--- src/rtl/keyunlk_pkg.sv ---
package keyunlk_pkg;
  typedef enum logic [1:0] {
    TRK_IDLE = 2'd0,
    TRK_HALF = 2'd1,
    TRK_OPEN = 2'd2
  } trk_e;
endpackage

--- src/rtl/keyunlk_tracker.sv ---
module keyunlk_tracker
  import keyunlk_pkg::*;
#(
  parameter int ADDR_W  = 4,
  parameter int DATA_W  = 8,
  parameter int MY_ADDR = 0,
  parameter logic [DATA_W-1:0] KEY_A = '0,
  parameter logic [DATA_W-1:0] KEY_B = '0
) (
  input  logic              clk,
  input  logic              rst,
  input  logic              instr_slot,
  input  logic              wr_en,
  input  logic [ADDR_W-1:0] wr_addr,
  input  logic [DATA_W-1:0] wr_data,
  output logic              accept_o
);
  localparam logic [ADDR_W-1:0] ADDR_V = ADDR_W'(MY_ADDR);

  trk_e st_q, st_d;
  logic hit;

  assign hit      = instr_slot && wr_en && (wr_addr == ADDR_V);
  assign accept_o = (st_q == TRK_OPEN) && hit;

  always_comb begin
    st_d = st_q;
    if (instr_slot) begin
      unique case (st_q)
        TRK_IDLE: st_d = (hit && wr_data == KEY_A) ? TRK_HALF : TRK_IDLE;
        TRK_HALF: st_d = (hit && wr_data == KEY_B) ? TRK_OPEN : TRK_IDLE;
        default:  st_d = TRK_IDLE;
      endcase
    end
  end

  always_ff @(posedge clk) begin
    if (rst) st_q <= TRK_IDLE;
    else     st_q <= st_d;
  end


  window_once_chk: assert property (@(posedge clk) disable iff (rst)
    (instr_slot && st_q == TRK_OPEN) |=> (st_q == TRK_IDLE));


  idle_cycle_hold_chk: assert property (@(posedge clk) disable iff (rst)
    (!instr_slot) |=> $stable(st_q));
endmodule

--- src/rtl/keyunlk_fields.sv ---
module keyunlk_fields #(
  parameter int DATA_W = 8,
  parameter int SEL_W  = 3
) (
  input  logic              clk,
  input  logic              rst,
  input  logic              hi_acc,
  input  logic              lo_acc,
  input  logic [DATA_W-1:0] wr_data,
  input  logic              switch_done,
  input  logic              pll_locked,
  output logic [SEL_W-1:0]  sel_q,
  output logic              en_q,
  output logic              lock_q,
  output logic              req_q
);
  always_ff @(posedge clk) begin
    if (rst) begin
      sel_q  <= '0;
      en_q   <= 1'b0;
      lock_q <= 1'b0;
      req_q  <= 1'b0;
    end else begin
      lock_q <= pll_locked;
      req_q  <= 1'b0;
      if (hi_acc) sel_q <= wr_data[SEL_W-1:0];
      if (switch_done && en_q) begin
        en_q <= 1'b0;
      end else if (lo_acc) begin
        en_q  <= wr_data[0];
        req_q <= wr_data[0] && !en_q;
      end
    end
  end


  req_single_chk: assert property (@(posedge clk) disable iff (rst)
    req_q |=> !req_q);


  req_with_en_chk: assert property (@(posedge clk) disable iff (rst)
    req_q |-> en_q);


  done_clear_chk: assert property (@(posedge clk) disable iff (rst)
    (switch_done && en_q) |=> !en_q);


  lock_mirror_chk: assert property (@(posedge clk) disable iff (rst)
    1'b1 |=> (lock_q == $past(pll_locked)));
endmodule

--- src/rtl/keyunlk_top.sv ---
module keyunlk_top #(
  parameter int ADDR_W   = 4,
  parameter int DATA_W   = 8,
  parameter int SEL_W    = 3,
  parameter int LOCK_BIT = 5,
  parameter int LO_ADDR  = 0,
  parameter int HI_ADDR  = 1,
  parameter logic [DATA_W-1:0] HI_KEY_A = 8'h78,
  parameter logic [DATA_W-1:0] HI_KEY_B = 8'h9A,
  parameter logic [DATA_W-1:0] LO_KEY_A = 8'h46,
  parameter logic [DATA_W-1:0] LO_KEY_B = 8'h57
) (
  input  logic                clk,
  input  logic                rst,
  input  logic                instr_slot,
  input  logic                wr_en,
  input  logic [ADDR_W-1:0]   wr_addr,
  input  logic [DATA_W-1:0]   wr_data,
  input  logic                switch_done,
  input  logic                pll_locked,
  output logic [2*DATA_W-1:0] ctrl_reg,
  output logic                switch_req
);
  localparam int NBYTE = 2;

  logic [NBYTE-1:0] acc;
  logic [SEL_W-1:0] sel_q;
  logic             en_q;
  logic             lock_q;
  logic [DATA_W-1:0] lo_byte;

  // index 0 guards the lower byte, index 1 the upper byte
  for (genvar g = 0; g < NBYTE; g++) begin : g_trk
    keyunlk_tracker #(
      .ADDR_W (ADDR_W),
      .DATA_W (DATA_W),
      .MY_ADDR(g == 0 ? LO_ADDR : HI_ADDR),
      .KEY_A  (g == 0 ? LO_KEY_A : HI_KEY_A),
      .KEY_B  (g == 0 ? LO_KEY_B : HI_KEY_B)
    ) u_trk (
      .clk       (clk),
      .rst       (rst),
      .instr_slot(instr_slot),
      .wr_en     (wr_en),
      .wr_addr   (wr_addr),
      .wr_data   (wr_data),
      .accept_o  (acc[g])
    );
  end

  keyunlk_fields #(.DATA_W(DATA_W), .SEL_W(SEL_W)) u_fields (
    .clk        (clk),
    .rst        (rst),
    .hi_acc     (acc[1]),
    .lo_acc     (acc[0]),
    .wr_data    (wr_data),
    .switch_done(switch_done),
    .pll_locked (pll_locked),
    .sel_q      (sel_q),
    .en_q       (en_q),
    .lock_q     (lock_q),
    .req_q      (switch_req)
  );

  always_comb begin
    lo_byte           = '0;
    lo_byte[0]        = en_q;
    lo_byte[LOCK_BIT] = lock_q;
  end

  assign ctrl_reg = {{(DATA_W-SEL_W){1'b0}}, sel_q, lo_byte};


  hi_guard_chk: assert property (@(posedge clk) disable iff (rst)
    !$stable(sel_q) |-> $past(acc[1]));


  en_guard_chk: assert property (@(posedge clk) disable iff (rst)
    $rose(en_q) |-> $past(acc[0]));


  one_byte_chk: assert property (@(posedge clk) disable iff (rst)
    !(acc[0] && acc[1]));
endmodule

--- config.mk ---
export PLATFORM = sky130hd
export DESIGN_NAME = keyunlk_top
export DESIGN_NICKNAME = d
export VERILOG_FILES = /design/src/rtl/keyunlk_pkg.sv /design/src/rtl/keyunlk_tracker.sv /design/src/rtl/keyunlk_fields.sv /design/src/rtl/keyunlk_top.sv
export SDC_FILE = /design/constraint.sdc
export NUM_CORES = 1
export LEC_CHECK = 0
export BUFFER_PORTS_ARGS = -buffer_cell sky130_fd_sc_hd__buf_2
export CAP_MARGIN = 20
export CORE_MARGIN = 4
export CORE_UTILIZATION = 38
export CTS_CLUSTER_SIZE = 28
export DETAILED_ROUTE_END_ITERATION = 7
export PLACE_DENSITY = 0.71
export SLEW_MARGIN = 10
export SYNTH_ARGS = -nofsm -noshare
export SYNTH_HDL_FRONTEND = slang
export SYNTH_HIERARCHICAL = 1
export SYNTH_SLANG_ARGS = --single-unit
--- constraint.sdc ---
create_clock -name clk -period 2.63 [get_ports clk]
set_clock_uncertainty 0.1 [all_clocks]
set_input_delay 0.3945 -clock clk [delete_from_list [all_inputs] [get_ports clk]]
set_output_delay 0.3945 -clock clk [all_outputs]
set_load 0.02 [all_outputs]
# After elaboration in Yosys (flattened, before gate mapping)

Index checks and enable logic that the tools add are counted.

Flip-flop bits (word level): 10
Latch bits: 0
Bits in writable memories: 0
ROM bits: 0
Bits of input ports: 18
Output and inout bits: 17
Memories kept: 0

$add $sub $neg: 0
$mul: 0
Div/mod/pow operators: 0
Magnitude comparators: 0
Equality and inequality tests: 9
Shift operators: 0
Muxes and demuxes: 6
Bitwise operators: 1
Reductions and logical operators: 17

Operators by type and width:

| cell                                          | number |
|---|---|
| == test 8 x 7 -> 1 bit, second input constant | 3 |
| logical AND 1 bit                             | 11 |
| == test 8 bit, second input constant          | 1 |
| case mux 2 bit (2 select lines)               | 2 |
| == test 2 x 1 -> 1 bit, second input constant | 2 |
| == test 2 bit, second input constant          | 2 |
| == test 4 x 1 -> 1 bit, second input constant | 1 |
| logical NOT 2 bit                             | 2 |
| logical NOT 4 bit                             | 1 |
| two-way mux 2 bit                             | 2 |
| OR reduction 3 bit                            | 1 |
| two-way mux 1 bit                             | 2 |
| OR reduction 2 bit                            | 1 |
| logical NOT 1 bit                             | 1 |
| inverter 1 bit                                | 1 |

# Logic depth before layout (Yosys ltp)

Depth after elaboration: 5
Depth in mapped cells: 4

# Hierarchy

The synthesis kept the hierarchy.

By module, submodules not included:

| module                            | times used | cells an instance | area each (µm²) |
|---|---|---|---|
| keyunlk_fields                    | 1          | 16                | 203.9 |
| keyunlk_tracker at g_trk[0].u_trk | 1          | 16                | 145.1 |
| keyunlk_tracker at g_trk[1].u_trk | 1          | 17                | 140.1 |
| keyunlk_top                       | 1          | 14                | 101.3 |

# Worst setup path before layout

Ideal clock, no wire load.

Kind: input to register
Start: input port wr_addr[3]
End: register u_fields.sel_q[0]
Library setup time: 0.114 ns
Arrival time: 1.188 ns
Required time: 2.416 ns
Slack: 1.228 ns
Stages: 4
Cells stage by stage: nor4b_2 > and4bb_2 > mux2i_1 > nor2_1

Longest elaborated chain between the ends: 3

Ends and longest elaborated chain:

| what                   | RTL line              | text |
|---|---|---|
| start, declared        | keyunlk_top.sv:17     | `input logic [ADDR_W-1:0] wr_addr,` |
| == test 4 x 1 -> 1 bit | keyunlk_tracker.sv:23 | `assign hit = instr_slot && wr_en && (wr_addr == ADDR_V);` |
| logical AND 1 bit      | keyunlk_tracker.sv:23 |  |
| logical AND 1 bit      | keyunlk_tracker.sv:24 | `assign accept_o = (st_q == TRK_OPEN) && hit;` |
| via acc[1]             | keyunlk_top.sv:26     | `logic [NBYTE-1:0] acc;` |
| end signal, assigned   | keyunlk_fields.sv:26  | `if (hi_acc) sel_q <= wr_data[SEL_W-1:0];` |
| end, declared          | keyunlk_fields.sv:12  | `output logic [SEL_W-1:0] sel_q,` |

The timed path passes the listed nets, and every way through them passes these cells.
A chain may end at the register's enable or synchronous reset.

# Worst setup path after layout

Start: register u_fields.en_q
End: output port ctrl_reg[0]

RTL lines:

| what                   | RTL line             | text |
|---|---|---|
| start, declared        | keyunlk_fields.sv:13 | `output logic en_q,` |
| start signal, assigned | keyunlk_fields.sv:30 | `en_q <= wr_data[0];` |
| end, declared          | keyunlk_top.sv:21    | `output logic [2*DATA_W-1:0] ctrl_reg,` |

No word-level cell between the ends.

==> key figures <==
Clock tree
  – Clock Path Buffers: 2
  – Root Driver: clkbuf_4
  – Setup bufs post-CTS: 0
  – # hold bufs at CTS: 0
  – Htree depth: 1
  – Sink Count: 10
  – Clk_lat worst skew: 0.27 ns
  – Post-CTS sizing: 0
  – CTS Buf Count: 3
  – Reg clk slew, reported paths: 0.07 ns
  – CTS tree: yes

Worst setup path
  – WP data required: 2.14 ns
  – Reg2Reg Launch Point: g_trk[1].u_trk/st_q[0]
  – Worst Setup End Kind: primary output
  – Worst setup SP type: flip-flop
  – Setup crit start: u_fields/en_q
  – CP top delay family: flip-flops
  – Crit path max fanout: 4
  – Crit path buf inv count: 1
  – Arrival @ worst endpoint: 0.82 ns
  – Worst-path cell chain: buf_2
  – WS Path Type: reg -> out
  – CP max stage delay: 0.37 ns
  – Slowest stage cell, crit path: dfxtp_1

Worst hold path
  – Hold Path Origin: switch_done
  – Type of the tightest min-delay check: in -> reg

Synthesis
  – Post-synth top area share: 0.339
  – Post-synth EDFFs: 0
  – Post-Synthesis Cells: 63
  – Synthesized flop and latch total: 10
  – Synth Cell Area: 591 sq um
  – Post-synthesis sequential area ratio: 0.339
  – YS warnings: 6
  – Synthesized area per cell: 9.37 sq um
  – Main flop type after synthesis: dfxtp_1
  – Synth area leaders: dfxtp_1 (34%), buf_4 (17%), mux2i_1 (6.8%)
  – Count of cell types in the netlist: 22
  – Area leader, netlist: dfxtp_1
  – Synth async-reset ratio: 0

Floorplan
  – Core Rows: 13
  – Die Area: 2250 sq um
  – Chip Height: 47.4 um
  – Chip width: 47.4 um
  – Total core area: 1380 sq um
  – Initial Util: 0.427
  – IO Pins: 35

STA
  – Fin crit period: 1.32 ns
  – Setup_tns: 0 ns
  – Fmax: 0.759 GHz
  – RSZ-0062 raised after global routing: no
  – Setup Viol. Count Final: 0
  – Fin crit share: 0.501
  – Setup ws final: 1.31 ns
  – Fin. Hold Viols: 0
  – Final Max Tran Viols: 0

Pwr
  – Highest ir drop seen on vdd: 285 uV
  – Pleak: 0.315 nW
  – Tot Pwr: 0.338 mW
  – Pwr per Cell Area: 483 nW/um^2

Layout
  – Number of diodes: 0
  – Post-layout instance area: 701 sq um
  – Area growth syn-to-layout: 18.6%
  – Total Nets Final: 106
  – Filler cells: 143
  – Non-filler cells, final: 102
  – Layout cells sized above 1: 0.379
  – Sequential Area: 200 sq um
  – Footprint of the multi-input gates: 330 sq um

Route
  – Average wire per standard cell: 11.7 um
  – Final wirelength: 1200 um
  – Final ANT Viol Nets: 0
  – Via count: 508
  – DRC: 0
  – Iteration-0 DRC count of the detailed router: 5
  – Vias/cell: 4.98
  – Drt first pass iters: 4

Place
  – Port Buf Inserts: 23
  – DP Area: 664 sq um
  – Detailed Place HPWL: 988 um
  – Placed cells: 98
  – GPL Wtd Cong: 0.824
  – Pre-CTS setup slack: 1.04 ns

Global route
  – GR Overflow Total: 0
  – Initial antenna violation count: 0
  – Largest net degree at the start of global routing: 11
  – Number of global-route vias before repair: 456
  – Tot GR Track Use: 0.119
  – First-pass GRT wire length: 1810 um

Flow run
  – Max cap viols: 0

Status
  – Status: completed
==> cell type report <==
cell class,instances,share of cell area
well taps,15,0.0268
flip-flops and latches,10,0.286
repair buffers,23,0.164
multi-input cells,50,0.471
clock buffers,4,0.0518
==> worst reg2reg max path: stages (launching register included) <==
cell and delay, ns:
dfxtp_1 0.33, and4bb_2 0.36, mux2i_1 0.19, nor2_1 0.05
==> where the power goes <==
group	internal (mW)	switching (mW)
clock network	0.0841	0.0544
registers	0.152	0.000120
logic	0.0165	0.0310
==> kinds of logic (layout without fill, tap and decap cells) <==
kind of cell | Yosys count | after routing | synth area share
buffers and inverters | 13 | 27 | 0.165
other | 1 | 11 | 0.00635
AND/OR/NAND/NOR | 30 | 30 | 0.367
flip-flops | 10 | 10 | 0.339
multiplexers | 4 | 4 | 0.0678
AO/OA/AOI/OAI | 5 | 5 | 0.0551
==> synth_stat cells, types with 2 or more instances <==
library cell	n
nand4_1	2
nand2_1	6
and4bb_2	2
nor4b_2	2
nor2_1	7
mux2i_1	4
and4bb_1	2
buf_4	13
o21ai_1	3
dfxtp_1	10
==> registers in the layout, indices dropped and copies added, names as in the netlist <==
| register | flops |
|---|---|
| g_trk.u_trk/st_q | 4 |
| u_fields/sel_q | 3 |
| u_fields/en_q | 1 |
| u_fields/lock_q | 1 |
| u_fields/req_q | 1 |
==> layout by cell type, fill, tap and decap left out, types with 2 or more instances in the layout <==
master | netlist | layout
buf_2 | 0 | 23
conb_1 | 1 | 11
dfxtp_1 | 10 | 10
nor2_1 | 7 | 7
nand2_1 | 6 | 6
mux2i_1 | 4 | 4
clkbuf_4 | 0 | 3
o21ai_1 | 3 | 3
and4bb_1 | 2 | 2
nor4b_2 | 2 | 2
nand4_1 | 2 | 2
and4bb_2 | 2 | 2
==> routing by layer <==
layer / vias up / part of all wire / routed length, um / GRT usage
met5: - / 0 / 0 / 0
met2: 28 / 0.45 / 538 / 0.184
met1: 229 / 0.42 / 502 / 0.140
met4: 0 / 0 / 0 / 0.0166
met3: 0 / 0.13 / 157 / 0.0789
li1: 251 / - / - / -
==> path summary, 6_finish.rpt <==
path / endpoint / slack (ns) / cells after the start
worst max-delay path: ctrl_reg[0] / 1.31 / 1
worst min-delay path: u_fields/en_q / 0.21 / 2
worst max register to register: u_fields/sel_q[2] / 1.49 / 3
worst min register to register: g_trk[1].u_trk/st_q[0] / 0.38 / 2
==> through the flow <==
step           utilization  hold slack (ns)
2_1_floorplan            -            0.340
3_3_place_gp         0.481            0.362
3_5_place_dp         0.481            0.363
4_1_cts              0.507            0.206
5_1_grt              0.507            0.210
6_report             0.507            0.214
Power figures use the tool's default switching activity.
